### src/rtl/ahb_bmgr_pkg.sv
`timescale 1ns/1ps
package ahb_bmgr_pkg;

   typedef enum logic [1:0] {
      TR_IDLE   = 2'b00,
      TR_BUSY   = 2'b01,
      TR_NONSEQ = 2'b10,
      TR_SEQ    = 2'b11
   } htrans_e;

   localparam logic [2:0] HBURST_INCR = 3'b001;
   localparam logic       RESP_OKAY   = 1'b0;
   localparam logic       RESP_ERROR  = 1'b1;

endpackage

### src/rtl/ahb_bmgr_phase_ctl.sv
`timescale 1ns/1ps
module ahb_bmgr_phase_ctl
   import ahb_bmgr_pkg::*;
(
   input  logic       a_valid,
   input  logic       a_first,
   input  logic       d_valid,
   input  logic       hready,
   input  logic       hresp,
   output logic [1:0] htrans,
   output logic       kill_addr,
   output logic       idle
);

   logic    warn_cyc;
   logic    commit_err;
   htrans_e tr;

   // first ERROR cycle: response present, transfer not yet complete
   assign warn_cyc   = d_valid && (hresp == RESP_ERROR) && !hready;
   assign commit_err = d_valid && (hresp == RESP_ERROR) && hready;
   assign kill_addr  = warn_cyc || commit_err;
   assign idle       = !a_valid && !d_valid;

   always_comb begin
      if (!a_valid || warn_cyc) begin
         tr = TR_IDLE;
      end else if (a_first) begin
         tr = TR_NONSEQ;
      end else begin
         tr = TR_SEQ;
      end
   end

   assign htrans = tr;

endmodule

### src/rtl/ahb_bmgr_addr_stage.sv
`timescale 1ns/1ps
module ahb_bmgr_addr_stage #(
   parameter int AW    = 32,
   parameter int DW    = 32,
   parameter int LEN_W = 4
) (
   input  logic             clk,
   input  logic             rst_n,
   input  logic             load,
   input  logic [AW-1:0]    cmd_addr,
   input  logic [LEN_W-1:0] cmd_len,
   input  logic [2:0]       cmd_size,
   input  logic             cmd_write,
   input  logic [DW-1:0]    cmd_seed,
   input  logic             adv,
   input  logic             kill,
   output logic             a_valid,
   output logic             a_first,
   output logic [AW-1:0]    a_addr,
   output logic [LEN_W-1:0] a_idx,
   output logic [LEN_W-1:0] c_len,
   output logic [2:0]       c_size,
   output logic             c_write,
   output logic [DW-1:0]    c_seed
);

   localparam int MAX_SIZE = $clog2(DW / 8);
   localparam logic [LEN_W-1:0] IDX_ONE = LEN_W'(1);

   logic [2:0]    size_eff;
   logic [AW-1:0] step;

   generate
      if (MAX_SIZE >= 7) begin : g_noclamp
         assign size_eff = cmd_size;
      end else begin : g_clamp
         assign size_eff = (cmd_size > 3'(MAX_SIZE)) ? 3'(MAX_SIZE) : cmd_size;
      end
   endgenerate

   assign step = AW'(1) << c_size;

   always_ff @(posedge clk or negedge rst_n) begin
      if (!rst_n) begin
         a_valid <= 1'b0;
         a_first <= 1'b0;
         a_addr  <= '0;
         a_idx   <= '0;
         c_len   <= '0;
         c_size  <= '0;
         c_write <= 1'b0;
         c_seed  <= '0;
      end else if (load) begin
         a_valid <= 1'b1;
         a_first <= 1'b1;
         a_addr  <= cmd_addr;
         a_idx   <= '0;
         c_len   <= cmd_len;
         c_size  <= size_eff;
         c_write <= cmd_write;
         c_seed  <= cmd_seed;
      end else if (kill) begin
         // pending beat withdrawn, burst abandoned
         a_valid <= 1'b0;
      end else if (adv && a_valid) begin
         if (a_idx == c_len) begin
            a_valid <= 1'b0;
         end else begin
            a_addr  <= a_addr + step;
            a_idx   <= a_idx + IDX_ONE;
            a_first <= 1'b0;
         end
      end
   end

endmodule

### src/rtl/ahb_bmgr_data_stage.sv
`timescale 1ns/1ps
module ahb_bmgr_data_stage
   import ahb_bmgr_pkg::*;
#(
   parameter int AW    = 32,
   parameter int DW    = 32,
   parameter int LEN_W = 4
) (
   input  logic             clk,
   input  logic             rst_n,
   input  logic             load,
   input  logic             adv,
   input  logic             hresp,
   input  logic             a_valid,
   input  logic [AW-1:0]    a_addr,
   input  logic [LEN_W-1:0] a_idx,
   input  logic [LEN_W-1:0] c_len,
   input  logic             c_write,
   input  logic [DW-1:0]    c_seed,
   input  logic [DW-1:0]    hrdata,
   output logic             d_valid,
   output logic [DW-1:0]    hwdata,
   output logic             rd_valid,
   output logic [DW-1:0]    rd_data,
   output logic             done,
   output logic             done_err,
   output logic [AW-1:0]    fault_addr,
   output logic [LEN_W:0]   beats_ok
);

   localparam int CNT_W = LEN_W + 1;
   localparam logic [CNT_W-1:0] CNT_ONE = CNT_W'(1);

   logic [AW-1:0]    d_addr;
   logic [LEN_W-1:0] d_idx;
   logic [CNT_W-1:0] ok_cnt;
   logic             d_err;

   assign d_err  = d_valid && (hresp == RESP_ERROR);
   assign hwdata = (d_valid && c_write) ? (c_seed + DW'(d_idx)) : '0;

   always_ff @(posedge clk or negedge rst_n) begin
      if (!rst_n) begin
         d_valid    <= 1'b0;
         d_addr     <= '0;
         d_idx      <= '0;
         ok_cnt     <= '0;
         rd_valid   <= 1'b0;
         rd_data    <= '0;
         done       <= 1'b0;
         done_err   <= 1'b0;
         fault_addr <= '0;
         beats_ok   <= '0;
      end else begin
         done     <= 1'b0;
         rd_valid <= 1'b0;
         if (load) begin
            ok_cnt <= '0;
         end
         if (adv) begin
            if (d_err) begin
               // completing ERROR cycle: commit, data invalid
               done       <= 1'b1;
               done_err   <= 1'b1;
               fault_addr <= d_addr;
               beats_ok   <= ok_cnt;
            end else if (d_valid) begin
               ok_cnt <= ok_cnt + CNT_ONE;
               if (!c_write) begin
                  rd_valid <= 1'b1;
                  rd_data  <= hrdata;
               end
               if (d_idx == c_len) begin
                  done     <= 1'b1;
                  done_err <= 1'b0;
                  beats_ok <= ok_cnt + CNT_ONE;
               end
            end
            d_valid <= a_valid && !d_err;
            d_addr  <= a_addr;
            d_idx   <= a_idx;
         end
      end
   end

endmodule

### src/rtl/ahb_burst_mgr.sv
`timescale 1ns/1ps
module ahb_burst_mgr
   import ahb_bmgr_pkg::*;
#(
   parameter int AW    = 32,
   parameter int DW    = 32,
   parameter int LEN_W = 4
) (
   input  logic             clk,
   input  logic             rst_n,
   input  logic             cmd_valid,
   output logic             cmd_ready,
   input  logic [AW-1:0]    cmd_addr,
   input  logic [LEN_W-1:0] cmd_len,
   input  logic [2:0]       cmd_size,
   input  logic             cmd_write,
   input  logic [DW-1:0]    cmd_seed,
   output logic [AW-1:0]    haddr,
   output logic [1:0]       htrans,
   output logic             hwrite,
   output logic [2:0]       hsize,
   output logic [2:0]       hburst,
   output logic [DW-1:0]    hwdata,
   input  logic             hready,
   input  logic             hresp,
   input  logic [DW-1:0]    hrdata,
   output logic             rd_valid,
   output logic [DW-1:0]    rd_data,
   output logic             done,
   output logic             done_err,
   output logic [AW-1:0]    fault_addr,
   output logic [LEN_W:0]   beats_ok
);

   generate
      if (DW < 8 || DW > 1024 || (DW & (DW - 1)) != 0) begin : g_bad_dw
         $error("ahb_burst_mgr: DW must be a power of two from 8 to 1024");
      end
      if (AW < 8 || AW > 64) begin : g_bad_aw
         $error("ahb_burst_mgr: AW must lie in 8..64");
      end
      if (LEN_W < 1 || LEN_W >= DW) begin : g_bad_len
         $error("ahb_burst_mgr: LEN_W must be at least 1 and below DW");
      end
   endgenerate

   logic             a_valid;
   logic             a_first;
   logic [AW-1:0]    a_addr;
   logic [LEN_W-1:0] a_idx;
   logic [LEN_W-1:0] c_len;
   logic [2:0]       c_size;
   logic             c_write;
   logic [DW-1:0]    c_seed;
   logic             d_valid;
   logic             kill_addr;
   logic             idle;
   logic             load;

   assign cmd_ready = idle;
   assign load      = cmd_valid && idle;
   assign haddr     = a_addr;
   assign hwrite    = c_write;
   assign hsize     = c_size;
   assign hburst    = HBURST_INCR;

   ahb_bmgr_phase_ctl u_ctl (
      .a_valid   (a_valid),
      .a_first   (a_first),
      .d_valid   (d_valid),
      .hready    (hready),
      .hresp     (hresp),
      .htrans    (htrans),
      .kill_addr (kill_addr),
      .idle      (idle)
   );

   ahb_bmgr_addr_stage #(.AW(AW), .DW(DW), .LEN_W(LEN_W)) u_addr (
      .clk       (clk),
      .rst_n     (rst_n),
      .load      (load),
      .cmd_addr  (cmd_addr),
      .cmd_len   (cmd_len),
      .cmd_size  (cmd_size),
      .cmd_write (cmd_write),
      .cmd_seed  (cmd_seed),
      .adv       (hready),
      .kill      (kill_addr),
      .a_valid   (a_valid),
      .a_first   (a_first),
      .a_addr    (a_addr),
      .a_idx     (a_idx),
      .c_len     (c_len),
      .c_size    (c_size),
      .c_write   (c_write),
      .c_seed    (c_seed)
   );

   ahb_bmgr_data_stage #(.AW(AW), .DW(DW), .LEN_W(LEN_W)) u_data (
      .clk        (clk),
      .rst_n      (rst_n),
      .load       (load),
      .adv        (hready),
      .hresp      (hresp),
      .a_valid    (a_valid),
      .a_addr     (a_addr),
      .a_idx      (a_idx),
      .c_len      (c_len),
      .c_write    (c_write),
      .c_seed     (c_seed),
      .hrdata     (hrdata),
      .d_valid    (d_valid),
      .hwdata     (hwdata),
      .rd_valid   (rd_valid),
      .rd_data    (rd_data),
      .done       (done),
      .done_err   (done_err),
      .fault_addr (fault_addr),
      .beats_ok   (beats_ok)
   );

endmodule

### config.mk
export PLATFORM = sky130hd
export DESIGN_NAME = ahb_burst_mgr
export DESIGN_NICKNAME = d
export VERILOG_FILES = /design/src/rtl/ahb_bmgr_pkg.sv /design/src/rtl/ahb_bmgr_phase_ctl.sv /design/src/rtl/ahb_bmgr_addr_stage.sv /design/src/rtl/ahb_bmgr_data_stage.sv /design/src/rtl/ahb_burst_mgr.sv
export SDC_FILE = /design/constraint.sdc
export NUM_CORES = 1
export LEC_CHECK = 0
export BUFFER_PORTS_ARGS = -buffer_cell sky130_fd_sc_hd__buf_2
export CAP_MARGIN = 5
export CORE_UTILIZATION = 40
export CTS_CLUSTER_DIAMETER = 30
export CTS_CLUSTER_SIZE = 30
export DETAILED_ROUTE_END_ITERATION = 6
export GPL_ROUTABILITY_DRIVEN = 0
export HOLD_SLACK_MARGIN = 0.06
export PLACE_DENSITY_LB_ADDON = 0.05
export RECOVER_POWER = 100
export SKIP_LAST_GASP = 1
export SYNTH_ARGS = -nofsm -noshare
export SYNTH_HDL_FRONTEND = slang
export SYNTH_HIERARCHICAL = 1
export SYNTH_SLANG_ARGS = --single-unit
export TNS_END_PERCENT = 100
### constraint.sdc
create_clock -name clk -period 2.7 [get_ports clk]
set_input_delay 0.135 -clock clk [delete_from_list [all_inputs] [get_ports clk]]
set_output_delay 0.135 -clock clk [all_outputs]
set_load 0.01 [all_outputs]
==> run summary <==
most frequent cells in the layout - 250 x buf_2, 191 x dfrtp_1, 137 x mux2_2, 106 x dlygate4sd3_1, 62 x nand2_1
sw frac - 38.19%
Unique masters post-synth - 56
Port-buffer cells - 251
Power Density - 1012 mW/mm2
H-tree depth - 4
# clock sinks - 192
GRT Total Usage - 20.54%
pin count of the biggest net entering global routing - 74
CP Class - reg2out
Leak - 0.005789 uW
register bit count reported by yosys - 192
clk slew on worst S/H paths - 70 ps
Period minus WS final - 2702 ps
crit path capture type - output port
worst path buffer plus inverter count - 3
Rows - 55
layout cells sized above 1 - 38.96%
DR iter-0 viols - 370
met2 GRT Util - 34.53%
grt ovf - 0
Routed Wire Length - 24.29 mm
final-report hold violation count - 0
placed cell count - 1384
crit-path cells - ha_2 -> inv_2 -> fa_2 -> nor2b_4 -> o31a_1 -> buf_4 -> nand4_4 -> or3_1 -> a21oi_2 -> buf_2
final setup vio count - 1
post-synthesis sequential area ratio - 50.82%
total number of vias - 7724
clock power share - 19.9%
mean post-synth cell area - 11.30 um2
critical path's top delay family - adder cells
period utilization - 100.1%
P_sw - 4984 uW
final worst slack - -2.119 ps
GR Layer Usage met3 - 4.000%
CTS root buf - clkbuf_16
Storage cell area - 0.004806 mm2
HP Class - in2reg
Initial Util - 41.26%
Post-Layout Cell Count - 1529
Final Cell Area - 0.01290 mm2
core area - 0.02292 mm2
Cell Area, Synth - 0.009454 mm2
1st-pass router iterations - 4
total CTS buffers - 17
Ports - 255
slowest CP cell - dfrtp_1
first-pass GRT wire length - 39.45 mm
Synth Warn # - 6
Fmax achieved - 0.3701 GHz
RSZ-0062 raised after global routing - true
Seq pwr share - 39.9%
CP Max Fanout - 4
ys flop type - dfrtp_1
# DRC - 0
worst-case vdd ir drop - 0.5137 mV
Logic pwr share - 40.2%
fraction of registers with async set/reset - 100.0%
DP Wirelength - 16.76 mm
Setup TNS Final - -2.119 ps
Pint - 8066 uW
violated checks - capacitance limit, slew limit, setup timing
CTS tree - yes
combined area of the multi-input logic cells - 0.004437 mm2
die area - 0.02425 mm2
chip height - 155.7 um
worst-margin pin slew - 1920 ps
Filler Cells Inserted - 2043
Syn-to-layout area delta - 36.42%
Post-Synthesis Cells - 837
r2r setup slk - 100 ps
vias in the first global route - 7661
worst stage delay on the critical path - 350 ps
Worst-Skew Late Latency - 430 ps
crit path DAT - 2570 ps
CTS max path bufs - 2
slew margin rel. - -27.99%
met1 GRT Util - 27.03%
placed cell area - 0.01114 mm2
leading cell type in the layout, fill and taps excluded - buf_2
number of synthesized flops with an enable pin - 0
drt wl/cell - 15.88 um
GR peak layer - met2
Worst Skew - 16.50 ps
CP required - 2570 ps
utilization after layout - 56.28%
initial antenna violation count - 1
max-cap violations - 1
max-slew violations - 72
# nets final - 1326
Die W - 155.7 um
Worst setup SP type - register
Vias/cell - 5.052
status - finished with violations
ANT nets after route - 0
==> worst reg2reg max path, cell delays in order (launching register included) <==
cell and delay (ps):
dfrtp_1 470, and3_1 240, ha_1 370, nand3_1 150, o211ai_1 380, o2111ai_1 180
buf_4 220, or4_1 470, nand3_1 80
==> layer usage <==
metal | routed length, um | vias to the layer above | part of all wire (%)
met3 | 1123 | 23 | 4.6
met5 | 0 | - | 0
met4 | 374 | 0 | 1.5
met2 | 11530 | 198 | 47
li1 | - | 3744 | -
met1 | 11260 | 3759 | 46
==> cells in the mapped netlist, drive strengths merged (16+ instances only) <==
master | count | area share, %
xnor2 | 16 | 1.5
nand2 | 64 | 2.6
buf | 23 | 1.5
a21oi | 20 | 1.1
nand4 | 31 | 2.3
mux2 | 137 | 16
xor2 | 32 | 3.0
o21ai | 34 | 1.8
nor2 | 61 | 2.4
clkbuf | 20 | 0.79
dfrtp | 192 | 51
nor2b | 16 | 1.1
nand3 | 35 | 1.9
==> timing repair <==
item                                    CTS  global route
hold endpoints to repair                172             0
resized for setup                         4            13
endpoints found under the setup margin   11            30
buffers inserted                          3             2
hold buffers                            106             0
pin swaps                                 4             6
==> sequential cells by signal (all words and copies together), names as in the netlist, 3 cells and up <==
register and flops:
u_addr/a_idx 4, u_data/d_idx 4, u_addr/c_len 4, u_data/fault_addr 32, u_data/ok_cnt 5, u_data/beats_ok 5
u_data/rd_data 32, u_addr/c_size 3, u_addr/c_seed 32, u_data/d_addr 32, u_addr/a_addr 32
==> final cells by class <==
| class | count | share of cell area, % |
|---|---|---|
| Clock buffer | 17 | 3.298 |
| Inverter | 14 | 0.4074 |
| Tap cell | 313 | 3.036 |
| Clock inverter | 15 | 1.426 |
| Sequential cell | 192 | 37.26 |
| Antenna cell | 2 | 0.03880 |
| Multi-Input combinational cell | 589 | 34.40 |
| Timing Repair Buffer | 387 | 20.13 |
==> power by group through the flow <==
stage	combinational (uW)	clock, uW	sequential [uW]
2_1_floorplan	3090	0	5320
3_3_place_gp	5020	0	5240
3_5_place_dp	5070	0	5270
4_1_cts	5240	2700	5210
5_1_grt	5800	2810	5440
6_report	5240	2600	5210
==> final timing paths <==
path,startpoint,cells after the start,endpoint
min,hresp,4,u_data/ok_cnt[1]
max in group asynchronous,rst_n,3,u_addr/c_seed[29]
min reg2reg,u_addr/a_first,2,u_addr/a_first
max reg2reg,u_addr/c_size[2],8,u_addr/a_addr[15]
min in group asynchronous,rst_n,2,u_data/rd_data[4]
max,u_addr/c_seed[0],10,hwdata[28]
==> through the flow <==
| stage | hold WS (ps) | total power (uW) | worst slack [ps] |
|---|---|---|---|
| final | 107.3 | 13050 | -2.119 |
| after global routing | 106.6 | 14050 | -113.1 |
| after floorplan | -160.6 | 8415 | 175.3 |
| after CTS | 79.49 | 13150 | -16.81 |
| after global placement | 211.1 | 10260 | 105.4 |
| after detailed placement | 207.0 | 10340 | 19.67 |
==> kinds of logic (layout without fill, tap and decap cells) <==
group / after synthesis / after routing / share of synthesized area (%)
DFF: 192 / 192 / 50.82
and+or+nand+nor: 269 / 269 / 14.62
other: 2 / 5 / 0.07944
adders and majority gates: 16 / 16 / 2.276
muxes: 148 / 148 / 17.48
xor gates and xnor gates: 48 / 48 / 4.447
AOI/OAI and AO/OA: 105 / 105 / 7.385
buffers and inverters: 57 / 433 / 2.885
(Power assumes the default switching activity.)
